===== src/rtl/msg_rx_pkg.sv =====
package msg_rx_pkg;
  localparam int HDR_LEN_LSB = 16;
  localparam int HDR_LEN_W   = 9;
  localparam int HDR_FIN_BIT = 31;

  typedef enum logic [3:0] {
    ST_IDLE, ST_RDYW, ST_HDRW, ST_CHK, ST_BODYW,
    ST_WORD, ST_EMIT, ST_FEND, ST_FIN, ST_ERR
  } rx_state_e;

  typedef enum logic [2:0] {
    RX_NONE     = 3'd0,
    RX_NOTRDY   = 3'd1,
    RX_TIMEOUT  = 3'd2,
    RX_OVERSIZE = 3'd3,
    RX_PEERLOST = 3'd4,
    RX_ZEROFRAG = 3'd5
  } rx_err_e;
endpackage


===== src/rtl/msg_rx_hdr.sv =====
module msg_rx_hdr
  import msg_rx_pkg::*;
(
  input  logic [31:0]          hdr,
  output logic [HDR_LEN_W-1:0] len,
  output logic                 fin,
  output logic [6:0]           whole,
  output logic [1:0]           rem,
  output logic [7:0]           need
);
  always_comb begin
    len   = hdr[HDR_LEN_LSB +: HDR_LEN_W];
    fin   = hdr[HDR_FIN_BIT];
    whole = len[8:2];
    rem   = len[1:0];
    need  = {1'b0, whole} + {7'd0, (rem != 2'd0)};
  end
endmodule


===== src/rtl/msg_rx_bytesel.sv =====
module msg_rx_bytesel (
  input  logic [31:0] word,
  input  logic [1:0]  idx,
  output logic [7:0]  byte_o
);
  logic [7:0] lane [4];
  for (genvar g = 0; g < 4; g++) begin : g_lane
    assign lane[g] = word[g*8 +: 8];
  end
  assign byte_o = lane[idx];
endmodule


===== src/rtl/msg_rx_timer.sv =====
module msg_rx_timer #(
  parameter int LIMIT = 1024
) (
  input  logic clk,
  input  logic rst_n,
  input  logic clr,
  output logic expired
);
  localparam int CW = $clog2(LIMIT + 1);
  logic [CW-1:0] cnt_q, cnt_d;

  always_comb begin
    cnt_d = clr ? '0 : cnt_q + 1'b1;
  end

  always_ff @(posedge clk or negedge rst_n) begin
    if (!rst_n) cnt_q <= '0;
    else        cnt_q <= cnt_d;
  end

  assign expired = (cnt_q == CW'(LIMIT - 1));
endmodule


===== src/rtl/msg_rx_top.sv =====
module msg_rx_top
  import msg_rx_pkg::*;
#(
  parameter int CAP_BYTES = 256,
  parameter int WAIT_CYC  = 1024,
  parameter int RETRIES   = 5,
  parameter int FILL_W    = 8
) (
  input  logic                           clk,
  input  logic                           rst_n,
  input  logic                           start,
  input  logic                           peer_rdy,
  input  logic [FILL_W-1:0]              fill_cnt,
  input  logic [31:0]                    slot_data,
  output logic                           slot_pop,
  output logic                           ring,
  output logic                           out_vld,
  output logic [7:0]                     out_byte,
  output logic                           done,
  output logic                           err,
  output logic [2:0]                     err_code,
  output logic [$clog2(CAP_BYTES+1)-1:0] len_out,
  output logic                           warn,
  output logic                           busy
);
  localparam int TOT_W = $clog2(CAP_BYTES + 1);
  localparam int TRY_W = $clog2(RETRIES + 1);
  localparam int CMPW  = ((FILL_W > TOT_W) ? FILL_W : TOT_W) + 11;

  rx_state_e          st_q, st_d;
  logic [31:0]        hdr_q, hdr_d, word_q, word_d;
  logic [6:0]         wl_q, wl_d;
  logic [1:0]         idx_q, idx_d, lastidx_q, lastidx_d;
  logic               tail_q, tail_d;
  logic [TOT_W-1:0]   total_q, total_d;
  logic [TRY_W-1:0]   tries_q, tries_d;
  rx_err_e            code_q, code_d;
  logic               tmr_retry, tmr_exp;

  logic [HDR_LEN_W-1:0] f_len;
  logic                 f_fin;
  logic [6:0]           f_whole;
  logic [1:0]           f_rem;
  logic [7:0]           f_need;
  logic [CMPW-1:0]      room;
  logic                 too_big;

  msg_rx_hdr u_hdr (
    .hdr(hdr_q), .len(f_len), .fin(f_fin),
    .whole(f_whole), .rem(f_rem), .need(f_need)
  );

  msg_rx_bytesel u_sel (.word(word_q), .idx(idx_q), .byte_o(out_byte));

  msg_rx_timer #(.LIMIT(WAIT_CYC)) u_tmr (
    .clk(clk), .rst_n(rst_n),
    .clr((st_d != st_q) || tmr_retry),
    .expired(tmr_exp)
  );

  assign room    = CMPW'(CAP_BYTES) - CMPW'(total_q);
  assign too_big = CMPW'(f_len) > room;

  always_comb begin
    st_d = st_q;       hdr_d = hdr_q;   word_d = word_q;
    wl_d = wl_q;       idx_d = idx_q;   lastidx_d = lastidx_q;
    tail_d = tail_q;   total_d = total_q;
    tries_d = tries_q; code_d = code_q;
    tmr_retry = 1'b0;  slot_pop = 1'b0; ring = 1'b0;
    out_vld = 1'b0;    done = 1'b0;     err = 1'b0;  warn = 1'b0;
    unique case (st_q)
      ST_IDLE: if (start) begin
        tries_d = '0; total_d = '0; st_d = ST_RDYW;
      end
      ST_RDYW: begin
        if (peer_rdy) st_d = ST_HDRW;
        else if (tmr_exp) begin
          if (tries_q == TRY_W'(RETRIES - 1)) begin
            code_d = RX_NOTRDY; st_d = ST_ERR;
          end else begin
            tries_d = tries_q + 1'b1; tmr_retry = 1'b1;
          end
        end
      end
      ST_HDRW: begin
        if (fill_cnt != '0) begin
          slot_pop = 1'b1; hdr_d = slot_data; st_d = ST_CHK;
        end else if (tmr_exp) begin
          code_d = RX_TIMEOUT; st_d = ST_ERR;
        end
      end
      ST_CHK: begin
        wl_d = f_whole;
        if (too_big) begin
          code_d = RX_OVERSIZE; st_d = ST_ERR;
        end else if (f_len == '0) begin
          warn = 1'b1;
          if (f_fin) st_d = ST_FIN;
          else begin code_d = RX_ZEROFRAG; st_d = ST_ERR; end
        end else st_d = ST_BODYW;
      end
      ST_BODYW: begin
        if (CMPW'(fill_cnt) >= CMPW'(f_need)) st_d = ST_WORD;
        else if (tmr_exp) begin
          code_d = RX_TIMEOUT; st_d = ST_ERR;
        end
      end
      ST_WORD: begin
        if (wl_q != '0) begin
          slot_pop = 1'b1; word_d = slot_data; wl_d = wl_q - 1'b1;
          idx_d = '0; lastidx_d = 2'd3; tail_d = 1'b0; st_d = ST_EMIT;
        end else if (!peer_rdy) begin
          code_d = RX_PEERLOST; st_d = ST_ERR;
        end else if (f_rem != '0) begin
          slot_pop = 1'b1; word_d = slot_data;
          idx_d = '0; lastidx_d = f_rem - 1'b1; tail_d = 1'b1; st_d = ST_EMIT;
        end else st_d = ST_FEND;
      end
      ST_EMIT: begin
        out_vld = 1'b1;
        idx_d = idx_q + 1'b1;
        if (idx_q == lastidx_q) st_d = tail_q ? ST_FEND : ST_WORD;
      end
      ST_FEND: begin
        total_d = total_q + TOT_W'(f_len);
        if (f_fin) st_d = ST_FIN;
        else begin
          ring = (fill_cnt == '0);
          st_d = ST_HDRW;
        end
      end
      ST_FIN: begin done = 1'b1; st_d = ST_IDLE; end
      ST_ERR: begin err = 1'b1;  st_d = ST_IDLE; end
      default: st_d = ST_IDLE;
    endcase
  end

  always_ff @(posedge clk or negedge rst_n) begin
    if (!rst_n) begin
      st_q <= ST_IDLE;  hdr_q <= '0;   word_q <= '0;
      wl_q <= '0;       idx_q <= '0;   lastidx_q <= '0;
      tail_q <= 1'b0;   total_q <= '0; tries_q <= '0;
      code_q <= RX_NONE;
    end else begin
      st_q <= st_d;     hdr_q <= hdr_d; word_q <= word_d;
      wl_q <= wl_d;     idx_q <= idx_d; lastidx_q <= lastidx_d;
      tail_q <= tail_d; total_q <= total_d; tries_q <= tries_d;
      code_q <= code_d;
    end
  end

  assign err_code = err ? code_q : 3'd0;
  assign len_out  = total_q;
  assign busy     = (st_q != ST_IDLE);
endmodule


===== config.mk =====
export PLATFORM = sky130hd
export DESIGN_NAME = msg_rx_top
export DESIGN_NICKNAME = d
export VERILOG_FILES = /design/src/rtl/msg_rx_pkg.sv /design/src/rtl/msg_rx_hdr.sv /design/src/rtl/msg_rx_bytesel.sv /design/src/rtl/msg_rx_timer.sv /design/src/rtl/msg_rx_top.sv
export SDC_FILE = /design/constraint.sdc
export NUM_CORES = 1
export LEC_CHECK = 0
export ABC_AREA = 1
export ABC_CLOCK_PERIOD_IN_PS = 5700
export BUFFER_PORTS_ARGS = -buffer_cell sky130_fd_sc_hd__buf_2
export CAP_MARGIN = 30
export CORE_MARGIN = 2
export CORE_UTILIZATION = 45
export DETAILED_ROUTE_END_ITERATION = 10
export GPL_TIMING_DRIVEN = 0
export SYNTH_ARGS = -nofsm -noshare
export SYNTH_HDL_FRONTEND = slang
export SYNTH_HIERARCHICAL = 1
export SYNTH_SLANG_ARGS = --single-unit
export TNS_END_PERCENT = 5

===== constraint.sdc =====
create_clock -name clk -period 5.7 [get_ports clk]
set_input_delay 1.14 -clock clk [delete_from_list [all_inputs] [get_ports clk]]
set_output_delay 1.14 -clock clk [all_outputs]
set_load 0.005 [all_outputs]

# ---- Word-level counts from Yosys, hierarchy flattened
# Index checks and enable logic that the tools add are counted.
dict set report word_totals {
  reg_bits 106
  in_bits 44
  wordCells 145
}
dict set report classes {
  addsub 8
  order_cmp 3
  n_eq_ne 27
  mux 73
  bitwise 1
  reduce_logical 22
}
# op n
set ops {}
lappend ops {{32-bit 2-to-1 mux} 3}
lappend ops {{4-bit 2-to-1 mux} 13}
lappend ops {{3-bit 2-to-1 mux} 16}
lappend ops {{4-bit one-hot mux with 8 select lines} 1}
lappend ops {{1-bit 2-to-1 mux} 21}
lappend ops {{9-bit by 20-bit greater-than comparator with 1-bit output} 1}
lappend ops {{2-bit inequality test, second input constant} 10}
lappend ops {{9-bit one-hot mux with 2 select lines} 1}
lappend ops {{8-bit binary-select mux with 2-bit select} 1}
lappend ops {{4-bit by 3-bit == test with 1-bit output, second input constant} 4}
lappend ops {{8-bit 2-to-1 mux} 2}
lappend ops {{3-bit one-hot mux with 5 select lines} 1}
lappend ops {{2-bit 2-to-1 mux} 7}
lappend ops {{7-bit one-hot mux with 2 select lines} 1}
lappend ops {{2-bit nonzero test} 7}
lappend ops {{3-bit inequality test, second input constant} 4}
lappend ops {{11-bit by 1-bit adder with 11-bit output, second input constant} 1}
lappend ops {{11-bit by 10-bit == test with 1-bit output, second input constant} 1}
lappend ops {{11-bit 2-to-1 mux} 1}
lappend ops {{10-bit AND reduction} 1}
lappend ops {{9-bit by 9-bit subtractor with 10-bit output, first input constant} 1}
lappend ops {{9-bit adder} 1}
lappend ops {{9-bit logical NOT} 1}
lappend ops {{9-bit 2-to-1 mux} 1}
lappend ops {{28 further kinds} 33}

# ---- Longest topological paths before layout
# Gate-level depths: netlist (run 1).
dict set report logic_depth {
  depth_word 8
  depth_mapped 20
}

# ---- Modules after synthesis
# Netlist (run 1), hierarchy kept.
# module n_inst cells_per_inst area_each_um2 seq_area_each_um2
set by_module_without_submodules {}
lappend by_module_without_submodules {msg_rx_top 1 661 5223.8 2377.3}
lappend by_module_without_submodules {msg_rx_timer 1 63 516.7 275.3}
lappend by_module_without_submodules {msg_rx_bytesel 1 94 395.4 0.0}
lappend by_module_without_submodules {msg_rx_hdr 1 45 294.0 0.0}

# ---- Worst setup path before layout (run 1)
# No wires, ideal clock.
dict set report synth_timing {
  kind {register to output}
  start {reg total_q[1] (netlist: len_out[1])}
  end {out warn}
  t_arrival_ps 2104
  required_ps 4560
  setup_slack_ps 2456
  stages_incl_launch_ff 16
  cell_sequence {dfrtp_1 -> inv_1 -> ha_1 -> nand2_1 -> nor2_1 -> nand2_1 -> nor3_1 -> xnor2_1 -> ha_1 -> nand2_1 -> nor2_1 -> nand4_1 -> and2_1 -> nand2_1 -> nand2_1 -> nor2_1}
}
dict set report synth_via {
  elab_chain_cells 4
}
# item line
set synth_lines {}
lappend synth_lines {{start, declared} msg_rx_top.sv:35} ;# logic [TOT_W-1:0] total_q, total_d;
lappend synth_lines {{start signal, assigned} msg_rx_top.sv:147} ;# tail_q <= tail_d; total_q <= total_d; tries_q <= tries_d;
lappend synth_lines {{9-bit by 9-bit subtractor with 10-bit output} msg_rx_top.sv:61} ;# assign room = CMPW'(CAP_BYTES) - CMPW'(total_q);
lappend synth_lines {{9-bit by 20-bit greater-than comparator with 1-bit output} msg_rx_top.sv:62} ;# assign too_big = CMPW'(f_len) > room;
lappend synth_lines {{1-bit 2-to-1 mux} msg_rx_top.sv:94} ;# if (too_big) begin
lappend synth_lines {{1-bit 2-to-1 mux} msg_rx_top.sv:71} ;# unique case (st_q)
lappend synth_lines {{end, declared} msg_rx_top.sv:23} ;# output logic warn,
# Every way passes these cells.

# ---- Worst setup path after layout (run 1)
dict set report layout_timing {
  start {reg total_q[0] (netlist: len_out[0])}
  end {out warn}
}
# The elaborated chain is that of the path after synthesis.

==> results of run 1 <==
power by group:
part	leakage [nW]	internal (mW)	switching [mW]
registers	1.07	0.832	0.224
clock network	0.156	0.386	0.259
logic	2.41	0.820	1.23
total	3.63	2.04	1.71
per-layer routing:
layer | track usage [%] | vias up | share of wire (%)
li1 | - | 2651 | -
met1 | 29.2 | 2355 | 47
met2 | 37.0 | 122 | 46
met3 | 4.57 | 24 | 5.1
met4 | 6.98 | 0 | 2.1
met5 | 0 | - | 0
registers in the layout (all words and copies together) (netlist names):
| register | cells |
|---|---|
| u_tmr/cnt_q | 11 |
| lastidx_q | 2 |
| len_out | 9 |
| tries_q | 3 |
| tail_q | 1 |
| hdr_q | 10 |
| idx_q | 2 |
| code_q | 3 |
| st_q | 4 |
| word_q | 32 |
| wl_q | 7 |
worst paths after layout:
path / from / endpoint / slack (ns) / cells after the start
worst max-delay path: len_out[0] / warn / 1.64 / 16
worst min-delay path: u_tmr/cnt_q[0] / u_tmr/cnt_q[0] / 0.47 / 1
worst max register to register: len_out[0] / u_tmr/cnt_q[3] / 2.36 / 19
worst min register to register: u_tmr/cnt_q[0] / u_tmr/cnt_q[0] / 0.47 / 1
max in group asynchronous: rst_n / u_tmr/cnt_q[9] / 4.41 / 2
min in group asynchronous: rst_n / len_out[6] / 0.66 / 1
layout make-up:
cell class / count / area (um2) / share of cell area (%)
inverters: 147 / 557 / 8.44
clock inverters: 7 / 98.8 / 1.50
clock buffers: 9 / 225 / 3.41
flip-flops and latches: 84 / 2100 / 31.9
multi-input cells: 527 / 2760 / 41.8
plain buffers: 37 / 259 / 3.93
repair buffers: 71 / 380 / 5.77
well taps: 172 / 215 / 3.26
per-stage QoR:
step / power [mW] / utilization (%) / cell area (um2) / cells / setup slack [ns]
after CTS: 3.78 / 52.9 / 6600 / 1054 / 1.64
after global placement: 3.05 / 50.1 / 6240 / 1037 / 2.06
after detailed placement: 3.11 / 50.3 / 6270 / 1038 / 2.02
final: 3.75 / 52.9 / 6600 / 1054 / 1.64
after floorplan: 2.55 / - / 5680 / 795 / 2.46
after global routing: 4.17 / 52.9 / 6600 / 1054 / 1.40
worst max-delay path, stage by stage, from the launching register on:
cell     delay (ns)
dfrtp_1        0.44
inv_1          0.13
ha_1           0.19
nand2_1        0.10
nor2_1         0.11
nand2_1        0.09
nor3_1         0.21
xnor2_1        0.11
ha_1           0.30
nand2_1        0.05
nor2_1         0.14
nand4_1        0.09
and2_1         0.20
nand2_1        0.08
nand2_1        0.08
nor2_1         0.13
buf_2          0.13
cell usage in the layout (no fill, tap or decap), types with 11 or more instances in the layout:
cell / n
buf_2: 75
buf_4: 25
dfrtp_1: 84
inv_1: 139
nand2_1: 202
ha_1: 33
a21oi_1: 26
o21ai_0: 59
nor2_1: 65
nand3_1: 48
o21ai_1: 11
==> metrics, run 1 <==
status completed; io pins 71; H-tree Lvls 3; fmax 246 MHz; Core Box Area approximately 0.012 mm2; Layout Nets between 900 and 1000; worst-case clock skew just over 0.006 ns; total number of vias just over 5000; worst endpoint required time between 4 and 5 ns; vias in the first global route 5301; Hold Buf Count CTS 0; Vias/cell 4.89; GRT Total Usage 22.2%; Slew Limit Fails 0; CTS Buf Count 9; Iter 0 DRT Violations 299; routed len/inst approximately 13 um; max-cap violations 0; final hold violations 0; CTS tree done; period utilisation layout a little under three quarters; layout cell share with drive strength beyond 1 17.5%; Die Height 116 um; DR DRC count 0; post-DP HPWL between 10 and 15 mm; hold crit path type flop to flop; clk_lat worst skew 0.34 ns; Reg clk slew, reported paths 0.06 ns; unrepaired setup endpoints after global routing no; slew margin rel. 70.5%; antenna violations before repair 0; Ant. Diodes 0; first-pass GRT wire length 24.0 mm; power density cells 568 mW/mm2; Worst Max-Slew Pin Slew roughly 0.44 ns; Routed WL roughly 14 mm; CP max FO 4; Post-Synthesis Cells 795; Max clock buf depth 2; PortBufs 70; TritonCTS sink count between 80 and 90; Leak between 3 and 4 nW; total negative slack 0 ns; mean post-synth cell area between 7 and 8 um2; DR pass1 iterations 5; Final Hold Slack between 0.4 and 0.5 ns; GPL Wtd Cong around 0.9; total nets after synthesis between 800 and 900; Starting Density 45.5%; DRT antenna net count 0; Die X 116 um; Synth Warn # 6; Worst Path Arrival slightly below 3 ns; largest net degree at the start of global routing 71; Filler cells roughly 1200; CP Capture Type output pin; Worst setup SP type flop; final setup fails 0; Clock Tree Root clkbuf_16; mapped cell area 0.00568 mm2; Syn-to-layout area delta 16.2%; post-CTS setup buffer count 0; floorplan row count 41; die area roughly 0.014 mm2; maximum VDD drop 0.214 mV; gr ovfl total 0; post-CTS sizing 0; WS Path Type flop to output pin; crit path time final about 4.1 ns
Note: power is estimated with default switching activity, not from simulation.
==> run 2, diff against run 1 <==
--- a/config.mk
+++ b/config.mk
@@ -6,13 +6,14 @@
 export NUM_CORES = 1
 export LEC_CHECK = 0
 export ABC_AREA = 1
-export ABC_CLOCK_PERIOD_IN_PS = 5700
+export ABC_CLOCK_PERIOD_IN_PS = 3300
 export BUFFER_PORTS_ARGS = -buffer_cell sky130_fd_sc_hd__buf_2
 export CAP_MARGIN = 30
 export CORE_MARGIN = 2
 export CORE_UTILIZATION = 45
 export DETAILED_ROUTE_END_ITERATION = 10
 export GPL_TIMING_DRIVEN = 0
+export PLACE_DENSITY = 0.66
 export SYNTH_ARGS = -nofsm -noshare
 export SYNTH_HDL_FRONTEND = slang
 export SYNTH_HIERARCHICAL = 1
==> constraint.sdc (replaced) <==
create_clock -name clk -period 3.3 [get_ports clk]
set_input_delay 0.66 -clock clk [delete_from_list [all_inputs] [get_ports clk]]
set_output_delay 0.66 -clock clk [all_outputs]
set_load 0.005 [all_outputs]
==> run 2 against run 1 <==
Cell area up 2.2%; via count shrank 0.95%; sequential power is 71% higher; clock power rose by 61%; flip-flop and latch count unchanged; final cell count up 0.57%; critical path depth unchanged; worst setup slack got worse by 1.5 ns; combinational power rose by 87%; clock skew up 0.0023 ns; highest routed layer unchanged.
==> metrics, run 2 (same netlist as run 1, synthesis figures left out) <==
status completed; Core Box Area approximately 0.012 mm2; GPL Wtd Cong between 0.8 and 0.9; biggest regs word_q: 32 flops, u_tmr/cnt_q: 11 flops, hdr_q: 10 flops; most common cell after layout, fill and taps aside nand2_1; Max clock buf depth 2; worst-case clock skew approximately 0.0084 ns; Hold Buf Count CTS 0; antenna violations before repair 0; maximum VDD drop 0.434 mV; post-layout util 54.1%; Syn-to-layout area delta 18.7%; Layout Nets between 900 and 1000; Slew Limit Fails 0; CTS tree done; io pins 71; DR DRC count 0; total number of vias between 5000 and 6000; Die X about 120 um; dpl ws between 0.02 and 0.025 ns; Reg clk slew, reported paths 0.06 ns; crit path launch len_out[0]; CP Capture Type output pin; Iter 0 DRT Violations 319; CP max FO 3; worst r2r src hdr_q[17]; fmax 317 MHz; WS Path Type flop to output pin; Worst Max-Slew Pin Slew between 0.4 and 0.5 ns; max-cap violations 0; clk_lat worst skew 0.34 ns; Worst setup SP type flop; placed cell area about 0.0063 mm2; Vias/cell 4.81; largest net degree at the start of global routing 71; Slowest-stage cell, CP dfrtp_1; final worst slack approximately 0.15 ns; Starting Density 45.5%; CP most frequent cell nand2_4; hold crit path type input port to async pin; final hold violations 0; first-pass GRT wire length roughly 22 mm; slew margin rel. roughly 70%; floorplan row count between 40 and 50; worst endpoint required time ~2.6 ns; gr ovfl total 0; worst path cell trace inv_2 -> ha_4 -> nand2_4 -> nor2_4 -> nand2_2 -> nor3_4 -> xnor2_1 -> ha_1 -> nand2_1 -> nor2_2 -> nand4_1 -> and2_4 -> nand2_4 -> nand2_4 -> nor2_4 -> buf_2; DR pass1 iterations 5; period utilisation layout roughly 96%; crit path time final ~3.2 ns; vias in the first global route 4776; Ant. Diodes 0; Leak between 3 and 4 nW; Die Height ~120 um; DRT antenna net count 0; CTS Buf Count 9; TritonCTS sink count 84; GRT Total Usage around a fifth; Routed WL around 14 mm; H-tree Lvls 3; routed len/inst around 13 um; Crit path largest cell delay approximately 0.4 ns; Clock Tree Root clkbuf_16; layout cell share with drive strength beyond 1 approximately a fifth; cell area after layout 0.00674 mm2; max reg flops 32; Largest Register word_q; power density cells 991 mW/mm2; final setup fails 0; post-placement cell count 1038; fin cells 1060; PortBufs 70; die area between 0.01 and 0.015 mm2; Worst Path Arrival between 2 and 2.5 ns; most frequent cells in the layout 195 x nand2_1, 134 x inv_1, 84 x dfrtp_1; post-DP HPWL between 10 and 15 mm
[run 2: cell count changes in the layout (fill, tap and decap cells not counted), sizes merged]
| cell | previous run | this run |
|---|---|---|
| inv | 148 | 147 |
| bufinv | 2 | 1 |
| buf | 104 | 110 |
| clkbuf | 13 | 16 |
| clkinv | 3 | 2 |
[run 2: path summary, 6_finish.rpt]
path,endpoint,slack (ns),depth (start not counted)
max reg2reg,u_tmr/cnt_q[3],0.34,18
min reg2reg,u_tmr/cnt_q[0],0.46,1
max,warn,0.15,16
min in group clk,u_tmr/cnt_q[0],0.46,1
max in group asynchronous,word_q[25],2.50,2
min,len_out[6],0.18,1
[run 2: layout make-up]
type	count	area, um2
fillers	1247	5730
clock buffers	12	256
well taps	172	215
flip-flops and latches	84	2100
inverters	147	559
multi-input cells	527	2870
plain buffers	37	259
repair buffers	77	425
clock inverters	4	47.5
[run 2: routing by layer]
| metal | vias to the layer above | track usage, % | share of wire [%] |
|---|---|---|---|
| met2 | 128 | 34.5 | 46 |
| li1 | 2666 | - | - |
| met5 | - | 0 | 0 |
| met4 | 0 | 7.46 | 1.9 |
| met3 | 16 | 3.11 | 4.1 |
| met1 | 2293 | 28.5 | 48 |
[run 2: per-stage QoR]
step / power, mW / TNS [ns] / hold WS, ns
after detailed placement: 5.34 / 0 / 0.455
after global routing: 7.38 / -0.0343 / 0.190
after global placement: 5.27 / 0 / 0.447
final: 6.68 / 0 / 0.179
after CTS: 6.48 / 0 / 0.179
after floorplan: 4.41 / 0 / 0.364
[run 2: what timing repair did]
| item | in CTS | in global routing |
|---|---|---|
| buffers inserted | 2 | 4 |
| hold endpoints to repair | 0 | 0 |
| setup endpoints to repair | 3 | 9 |
| pin swaps | 6 | 12 |
| resized for setup | 11 | 24 |
[run 2: report_power, final]
| part | internal [mW] | switching, mW |
|---|---|---|
| Combinational | 1.56 | 2.28 |
| Clock | 0.625 | 0.410 |
| Sequential | 1.44 | 0.369 |
[run 2: critical path, delay by kind of cell, from the launching register on]
kind / cells / cell delay [ns]
simple gates: 11 / 1.03
flops: 1 / 0.40
buf+inv: 2 / 0.20
xor+xnor: 1 / 0.09
fa+ha+maj: 2 / 0.45
==> run 3, diff against run 2 <==
--- a/config.mk
+++ b/config.mk
@@ -10,10 +10,9 @@
 export BUFFER_PORTS_ARGS = -buffer_cell sky130_fd_sc_hd__buf_2
 export CAP_MARGIN = 30
 export CORE_MARGIN = 2
-export CORE_UTILIZATION = 45
+export CORE_UTILIZATION = 40
 export DETAILED_ROUTE_END_ITERATION = 10
 export GPL_TIMING_DRIVEN = 0
-export PLACE_DENSITY = 0.66
 export SYNTH_ARGS = -nofsm -noshare
 export SYNTH_HDL_FRONTEND = slang
 export SYNTH_HIERARCHICAL = 1
==> run 3 against run 2 <==
Worst hold slack better by 0.0064 ns; die area up 12%; sequential power about the same; critical path depth unchanged; via count down 0.41%; power down 0.52%; first-iteration DRC count down 13%; cell area about the same; clock skew up 0.0022 ns; flip-flop and latch count unchanged; clock-buffer cell count down 1; critical endpoint unchanged; largest cell class unchanged.
==> metrics, run 3 (same netlist as run 1, synthesis figures left out) <==
Clock Tree Root clkbuf_16; CTS Buf Count 9; Largest Register word_q; CTS tree done; largest net degree at the start of global routing 69; Final Hold Slack about 0.18 ns; gr ovfl total 0; fmax ~310 MHz; max-cap violations 0; final setup fails 0; Layout Nets 960; post-DP HPWL between 10 and 15 mm; max reg flops 32; Die Height roughly 120 um; Iter 0 DRT Violations approximately 280; worst endpoint required time between 2 and 3 ns; Syn-to-layout area delta 18.7%; placed cell area about 0.0063 mm2; CP most frequent cell nand2_4; H-tree Lvls 3; R2R setup slack 0.24 ns; crit path time final between 3 and 4 ns; Vias/cell ~4.8; total number of vias 5082; maximum VDD drop between 0.3 and 0.4 mV; most common cell after layout, fill and taps aside nand2_1; Worst Path Arrival ~2.6 ns; fin cells about 1100; biggest regs word_q: 32 flops, u_tmr/cnt_q: 11 flops, hdr_q: 10 flops; crit path capture warn; Tot Pwr roughly 6.6 mW; clk_lat worst skew roughly 0.35 ns; Reg clk slew, reported paths about 0.070 ns; final worst slack between 0.06 and 0.07 ns; first-pass GRT wire length about 24 mm; RR Endpoint u_tmr/cnt_q[3]; Max clock buf depth 2; Worst Max-Slew Pin Slew between 0.4 and 0.5 ns; most frequent cells in the layout 197 x nand2_1, 136 x inv_1, 84 x dfrtp_1; routed len/inst approximately 13 um; io pins just over 70; dpl ws -0.0311 ns; power density cells 986 mW/mm2; Die X roughly 120 um; Leak 3.67 nW; crit path launch len_out[1]; PortBufs 70; GPL Wtd Cong ~0.89; Starting Density 40.9%; CP max FO 3; worst r2r src hdr_q[17]; Slowest-stage cell, CP dfrtp_1; antenna violations before repair 2; unrepaired setup endpoints after global routing yes; cell area after layout slightly below 0.007 mm2; TritonCTS sink count 84; Worst setup SP type flop; post-placement cell count 1046; die area 0.0152 mm2; hold crit path type input port to async pin; DRT antenna net count 0; slew margin rel. 69.3%; WS Path Type flop to output pin; Routed WL about 14 mm; final hold violations 0; status completed; total negative slack 0 ns; Core Box Area 0.0139 mm2; GRT Total Usage about a fifth; Crit path largest cell delay around 0.4 ns; DR pass1 iterations 4; Slew Limit Fails 0; vias in the first global route 4906; worst r2r path cells 17; post-layout util approximately half; worst-case clock skew approximately 0.011 ns; worst path cell trace inv_2 -> ha_4 -> nand2_4 -> nor2_4 -> nand2_2 -> nor3_4 -> xnor2_1 -> ha_1 -> nand2_1 -> nor2_2 -> nand4_1 -> and2_4 -> nand2_4 -> nand2_4 -> nor2_4 -> buf_6; layout cell share with drive strength beyond 1 between 10% and 20%; floorplan row count 43; period utilisation layout between 90 and 100%; DR DRC count 0; CP Capture Type output pin
run 3: cell count changes in the layout (fill, tap and decap cells not counted), sizes merged:
cell | before | now
diode | 0 | 2
clkbuf | 16 | 15
inv | 147 | 148
buf | 110 | 109
run 3: worst max-delay path, delay by kind of cell, from the launching register on:
kind / cells / cell delay, ns
buffers and inverters: 2 / 0.19
DFF: 1 / 0.39
xor gates and xnor gates: 1 / 0.08
adders and majority gates: 2 / 0.45
and+or+nand+nor: 11 / 1.10
run 3: layout make-up:
class / count / area [um2]
Timing Repair Buffer: 76 / 424
Antenna cell: 2 / 5.00
Clock inverter: 5 / 60.1
Clock buffer: 11 / 243
Tap cell: 180 / 225
Sequential cell: 84 / 2100
Inverter: 147 / 559
Buffer: 37 / 259
Multi-Input combinational cell: 527 / 2860
Fill cell: 1447 / 7140
run 3: routing by layer:
| layer | up-vias | track usage, % | wire (um) |
|---|---|---|---|
| met5 | - | 0 | 0 |
| met4 | 0 | 6.89 | 227 |
| met3 | 17 | 3.51 | 678 |
| met2 | 123 | 30.7 | 6090 |
| met1 | 2277 | 27.9 | 6900 |
| li1 | 2665 | - | - |
run 3: repair_timing:
item	CTS	global route
buffers inserted	4	1
hold buffers	0	0
endpoints found under the setup margin	5	9
gates resized for setup	11	18
pin swaps	9	11
run 3: worst min-delay path by stage:
stage / startpoint / endpoint / slack, ns / cells past startpoint
5_1_grt: rst_n / len_out[8] / 0.21 / 1
2_1_floorplan: rst_n / code_q[0] / 0.36 / 0
3_3_place_gp: u_tmr/cnt_q[0] / u_tmr/cnt_q[0] / 0.45 / 1
6_report: rst_n / len_out[7] / 0.18 / 1
4_1_cts: rst_n / len_out[8] / 0.19 / 1
3_5_place_dp: u_tmr/cnt_q[0] / u_tmr/cnt_q[0] / 0.46 / 1
run 3: report_power, final:
part           internal (mW)  leakage, nW  switching [mW]
Combinational           1.53         2.46            2.26
Clock                  0.611        0.146           0.449
Sequential              1.44         1.07           0.359
